File: src/rtl/synth_pkg.sv
package synth_pkg;
    localparam int DIV_W          = 15;
    localparam int DEF_REF_DIV    = 512;
    localparam int DEF_WIDTH_LIM  = 4;
    localparam int DEF_LOCK_COUNT = 4;

    typedef struct packed {
        logic up;
        logic dn;
    } pfd_st_t;
endpackage

File: src/rtl/synth_div.sv
module synth_div #(
    parameter int W = 15
) (
    input  logic         clk,
    input  logic         rst_n,
    input  logic         tick_i,
    input  logic [W-1:0] ratio_i,
    output logic         pulse_o
);
    typedef struct packed {
        logic [W-1:0] cnt;
        logic         pulse;
    } div_st_t;

    div_st_t st_d, st_q;

    always_comb begin
        st_d       = st_q;
        st_d.pulse = 1'b0;
        if (tick_i) begin
            if (st_q.cnt == '0) begin
                // terminal count: emit strobe and take the current ratio
                st_d.pulse = 1'b1;
                st_d.cnt   = (ratio_i == '0) ? '0 : ratio_i - W'(1);
            end else begin
                st_d.cnt = st_q.cnt - W'(1);
            end
        end
    end

    always_ff @(posedge clk) begin
        if (!rst_n) st_q <= '0;
        else        st_q <= st_d;
    end

    assign pulse_o = st_q.pulse;
endmodule

File: src/rtl/synth_pfd.sv
module synth_pfd
    import synth_pkg::*;
(
    input  logic clk,
    input  logic rst_n,
    input  logic ref_i,
    input  logic div_i,
    output logic up_o,
    output logic dn_o
);
    pfd_st_t st_d, st_q;

    always_comb begin
        st_d.up = st_q.up | ref_i;
        st_d.dn = st_q.dn | div_i;
        if (st_d.up && st_d.dn) begin
            st_d = '0;
        end
    end

    always_ff @(posedge clk) begin
        if (!rst_n) st_q <= '0;
        else        st_q <= st_d;
    end

    assign up_o = st_q.up;
    assign dn_o = st_q.dn;
endmodule

File: src/rtl/synth_lock.sv
module synth_lock #(
    parameter int WIDTH_LIM  = 4,
    parameter int LOCK_COUNT = 4
) (
    input  logic clk,
    input  logic rst_n,
    input  logic ref_tick_i,
    input  logic cmp_i,
    input  logic active_i,
    output logic lock_o
);
    localparam int WC_W = $clog2(WIDTH_LIM + 1);
    localparam int GC_W = $clog2(LOCK_COUNT + 1);
    localparam logic [WC_W-1:0] LIM_V  = WC_W'(WIDTH_LIM);
    localparam logic [GC_W-1:0] GOOD_V = GC_W'(LOCK_COUNT);

    typedef struct packed {
        logic [WC_W-1:0] width;
        logic            bad;
        logic [GC_W-1:0] good;
    } lock_st_t;

    lock_st_t st_d, st_q;
    logic     wide_now;

    always_comb begin
        st_d     = st_q;
        wide_now = active_i && (st_q.width == LIM_V);

        // pulse width in reference strobes, saturating at the limit
        if (!active_i)                             st_d.width = '0;
        else if (ref_tick_i && st_q.width != LIM_V) st_d.width = st_q.width + WC_W'(1);

        if (cmp_i) begin
            if (st_q.bad || wide_now)  st_d.good = '0;
            else if (st_q.good != GOOD_V) st_d.good = st_q.good + GC_W'(1);
            st_d.bad = 1'b0;
        end
        if (wide_now) st_d.bad = 1'b1;
    end

    always_ff @(posedge clk) begin
        if (!rst_n) st_q <= '0;
        else        st_q <= st_d;
    end

    assign lock_o = (st_q.good == GOOD_V);
endmodule

File: src/rtl/synth_core.sv
module synth_core
    import synth_pkg::*;
#(
    parameter int REF_DIV    = DEF_REF_DIV,
    parameter int WIDTH_LIM  = DEF_WIDTH_LIM,
    parameter int LOCK_COUNT = DEF_LOCK_COUNT
) (
    input  logic             clk,
    input  logic             rst_n,
    input  logic             ref_tick_i,
    input  logic             osc_tick_i,
    input  logic [DIV_W-1:0] ratio_i,
    input  logic             cp_i,
    input  logic             t0_i,
    input  logic             t1_i,
    input  logic             os_i,
    output logic             pump_up_o,
    output logic             pump_down_o,
    output logic             hi_cur_o,
    output logic             amp_en_o,
    output logic             lock_o,
    output logic             p6_o,
    output logic             p7_o
);
    localparam int REF_W = $clog2(REF_DIV + 1);
    localparam logic [REF_W-1:0] REF_RATIO = REF_W'(REF_DIV);

    logic ref_pulse_w, div_pulse_w, pfd_up_w, pfd_dn_w;

    synth_div #(.W(REF_W)) u_ref_div (
        .clk(clk), .rst_n(rst_n), .tick_i(ref_tick_i),
        .ratio_i(REF_RATIO), .pulse_o(ref_pulse_w)
    );

    synth_div #(.W(DIV_W)) u_osc_div (
        .clk(clk), .rst_n(rst_n), .tick_i(osc_tick_i),
        .ratio_i(ratio_i), .pulse_o(div_pulse_w)
    );

    synth_pfd u_pfd (
        .clk(clk), .rst_n(rst_n), .ref_i(ref_pulse_w), .div_i(div_pulse_w),
        .up_o(pfd_up_w), .dn_o(pfd_dn_w)
    );

    synth_lock #(.WIDTH_LIM(WIDTH_LIM), .LOCK_COUNT(LOCK_COUNT)) u_lock (
        .clk(clk), .rst_n(rst_n), .ref_tick_i(ref_tick_i), .cmp_i(ref_pulse_w),
        .active_i(pfd_up_w | pfd_dn_w), .lock_o(lock_o)
    );

    assign pump_up_o   = pfd_up_w & ~t0_i;
    assign pump_down_o = pfd_dn_w & ~t0_i;
    assign hi_cur_o    = cp_i;
    assign amp_en_o    = ~os_i;
    assign p6_o        = t1_i & ref_pulse_w;
    assign p7_o        = t1_i & div_pulse_w;
endmodule

File: config.mk
export PLATFORM = sky130hd
export DESIGN_NAME = synth_core
export DESIGN_NICKNAME = d
export VERILOG_FILES = /design/src/rtl/synth_pkg.sv /design/src/rtl/synth_div.sv /design/src/rtl/synth_pfd.sv /design/src/rtl/synth_lock.sv /design/src/rtl/synth_core.sv
export SDC_FILE = /design/constraint.sdc
export NUM_CORES = 1
export LEC_CHECK = 0
export ABC_AREA = 1
export BUFFER_PORTS_ARGS = -buffer_cell sky130_fd_sc_hd__buf_2
export CELL_PAD_IN_SITES_DETAIL_PLACEMENT = 1
export CELL_PAD_IN_SITES_GLOBAL_PLACEMENT = 2
export CORE_UTILIZATION = 25
export DETAILED_ROUTE_END_ITERATION = 16
export GPL_TIMING_DRIVEN = 0
export PLACE_DENSITY_LB_ADDON = 0.3
export SLEW_MARGIN = 40
export SYNTH_ARGS = -nofsm -noshare
export SYNTH_HDL_FRONTEND = slang
export SYNTH_HIERARCHICAL = 1
export SYNTH_SLANG_ARGS = --single-unit
File: constraint.sdc
create_clock -name clk -period 1.4 [get_ports clk]
set_input_delay 0.14 -clock clk [delete_from_list [all_inputs] [get_ports clk]]
set_output_delay 0.14 -clock clk [all_outputs]
set_load 0.05 [all_outputs]
==> out/metrics.yaml <==
outcome:
  outcome: "finished, violations left"
  violations: "negative setup slack"
final_layout:
  area_growth_pct: 33.55
  drive_gt1_frac: 0.2888
  antenna_cells: 0
  nNetsFinal: 584
  stdcell_count: 697
power:
  clockPowerShare: 0.302
  power.switching_mw: 1.554
  p_per_area_nw_per_um2: 1064
  p_seq_frac: 0.310
  power_frac_comb: 0.388
  p_sw_frac: 0.3721
  internal-power_mw: 2.623
  ir_worst_vdd_uv: 637.5
  p_leak_nw: 1.837
grt:
  antenna_found_initial: 0
  grt-ovfl-total: 0
  grt_pass1_vias: 3081
  grt.total_usage: 0.1406
  grt_pass1_wl_um: 14250
  grt_max_degree: 16
sta:
  min_period_over_period: 1.008
  fin_crit_ns: 1.411
  clock_skew_ns: 0.001565
  setup_slack_ns: -0.01098
  fin_tns_setup_ns: -0.02980
  grt_setup_unrepaired: "true"
  clock.fmax_mhz: 708.7
  slew_violations: 0
  finalSetupViolCount: 5
  hold_violations: 0
placement:
  dp_slack_ns: -0.2854
  dp.cells: 674
  gp_congestion: 0.7345
  io_buffer_count: 28
  dpl.hpwl_um: 6551
synthesis:
  synth_most_common_cell: "nand2_1"
  synthMuxAreaShare: 0
  ys.flop_type: "dfxtp_1"
  syn_inst: 473
  synthAdderAreaFrac: 0.03406
  yosys.area.top_type: "dfxtp_1"
  ys_seq_elements: 36
  synth_top_cell_area_share: 0.2452
  async_flop_share: 0
  synth.area.top_cells: "dfxtp_1 25%, nand2_1 15%, nor2_1 8.0%, inv_1 7.9%, nand3_1 6.1%"
  synth_compound_area_frac: 0.1418
  synth_top_family_by_area: "simple AND/OR/NAND/NOR gates"
  ys_seq_area_frac: 0.2452
  synth_edf_count: 0
  synth_warnings: 6
  syn_avg_cell_area_um2: 6.214
  synth_xor_area_frac: 0.03874
  ys_types: 40
  synth_commonest_cells: "118 x nand2_1, 63 x nor2_1, 62 x inv_1, 36 x dfxtp_1, 36 x nand3_1"
  synth_area_um2: 2939
  yosys.area_share.simple: 0.4393
clock_tree:
  cts_tree: "built"
  cts_buffers: 5
  insertion_delay_ns: 0.28
  clockBufferDepth: 2
  htreeDepth: 2
  clock-sinks: 36
  path_clk_slew_ns: 0.06
  cts_root_buf: "clkbuf_16"
critical_path:
  worstPathArrival_ns: 1.62
  endpoint_kind: "register"
  critPathLaunchType: "register"
  cp_max_fo: 5
  required_ns: 1.61
  criticalPathCategory: "register to register"
route:
  post_drt_wl_per_cell_um: 11.97
  routed_wirelength_um: 8340
  drtPass1Iterations: 4
  drcViolationCount: 0
  drt-initial-drc-count: 81
  ant_nets: 0
  dr_total_vias: 3131
  via_per_inst: 4.492
min_path:
  hold_class: "primary input to register"
floorplanning:
  die_h_um: 110.4
  rows: 39
  boundaryPins: 30
  initial_core_util: 0.2574
  die_area_um2: 12190
  die_w_um: 110.4
  core_um2: 11420
job:
  maxCapViolCount: 0
-- layer usage --
metal / vias to the layer above / part of all wire / GRT usage / routed length (um)
met5: - / 0 / 0 / 0
met4: 0 / 0.0072 / 0.03733 / 60
met3: 4 / 0.016 / 0.01317 / 130
met2: 35 / 0.54 / 0.2658 / 4501
met1: 1462 / 0.44 / 0.1676 / 3647
li1: 1630 / - / - / -
-- path summary, 6_finish.rpt --
check,start,end,slack [ns],depth (start not counted)
max,u_osc_div/st_q[1],u_osc_div/st_q[11],-0.01,10
min,ratio_i[0],u_osc_div/st_q[1],0.15,4
max reg2reg,u_osc_div/st_q[1],u_osc_div/st_q[11],-0.01,10
min reg2reg,u_lock/st_q[5],u_lock/st_q[5],0.48,2
-- registers in the layout, indices dropped and copies added, names as in the netlist --
| register | count |
|---|---|
| u_osc_div/st_q | 15 |
| u_ref_div/st_q | 10 |
| u_lock/st_q | 7 |
| u_osc_div/pulse_o | 1 |
| u_pfd/dn_o | 1 |
| u_pfd/up_o | 1 |
| u_ref_div/pulse_o | 1 |
-- through the flow --
| step | total power [mW] | hold WS [ns] | utilization | cell area [um^2] |
|---|---|---|---|---|
| detailed placement | 2.548 | 0.4628 | 0.2952 | 3371 |
| global route | 4.479 | 0.1695 | 0.3437 | 3925 |
| floorplan | 2.248 | 0.2643 | - | 3052 |
| finish | 4.176 | 0.1492 | 0.3437 | 3925 |
| global placement | 2.518 | 0.4526 | 0.2952 | 3371 |
| CTS | 3.967 | 0.1613 | 0.3220 | 3677 |
-- cells in the final DEF, fill, tap and decap left out, types with 2 or more instances in the layout --
master	count
ha_4	2
buf_2	28
nand4_1	4
o21ai_0	27
inv_2	8
nand2_4	6
nand2_1	102
dfxtp_1	27
nand3_2	7
clkbuf_16	5
nor2_1	47
clkinv_8	2
nor2_2	18
nor2_8	2
buf_4	15
xor2_1	9
conb_1	32
or2_2	2
xnor2_1	4
nand3_1	33
a21oi_2	14
nand3b_1	2
a21oi_1	24
nand4_4	2
inv_1	55
o21ai_1	2
clkbuf_1	5
nor3_1	6
nand2_2	17
nor2_4	12
nand3_4	3
dfxtp_2	9
ha_1	6
-- cells by family (layout without fill, tap and decap cells) --
family          after synthesis  count (layout)
flops                        36              36
buf+inv                      73             124
other cells                   2              32
simple gates                268             268
xor+xnor                     13              13
compound gates               73              73
fa+ha+maj                     8               8
-- power groups by stage --
| stage | Combinational [mW] | Sequential (mW) | Clock [mW] |
|---|---|---|---|
| after floorplan | 1.00 | 1.24 | 0 |
| after global placement | 1.24 | 1.28 | 0 |
| after detailed placement | 1.27 | 1.28 | 0 |
| after CTS | 1.39 | 1.26 | 1.31 |
| after global routing | 1.82 | 1.31 | 1.35 |
| final | 1.62 | 1.29 | 1.26 |
-- repair_timing --
action / 4_1_cts / 5_1_grt
gates cloned: 1 / 0
resized for setup: 28 / 55
setup endpoints to repair: 24 / 22
setup buffers: 3 / 11
hold buffers: 0 / 0
pin swaps: 7 / 21
-- final cells by class --
| cell class | count | area [um^2] |
|---|---|---|
| clock inverters | 2 | 35.03 |
| clock buffers | 6 | 128.9 |
| well taps | 143 | 178.9 |
| repair inverters | 1 | 16.27 |
| fillers | 1487 | 7493 |
| repair buffers | 42 | 251.5 |
| plain buffers | 6 | 27.53 |
| inverters | 67 | 271.5 |
| flip-flops and latches | 36 | 732.0 |
| multi-input cells | 394 | 2283 |
-- critical path, cell delays in order, from the launching register on --
cell	delay, ns
dfxtp_2	0.32
inv_2	0.08
ha_4	0.16
nand2_4	0.06
nor2_4	0.19
nand3_4	0.11
clkinv_4	0.09
nand2_8	0.08
clkinv_8	0.08
nand2_4	0.04
a21oi_2	0.12
Note: power is estimated with default switching activity, not from simulation.
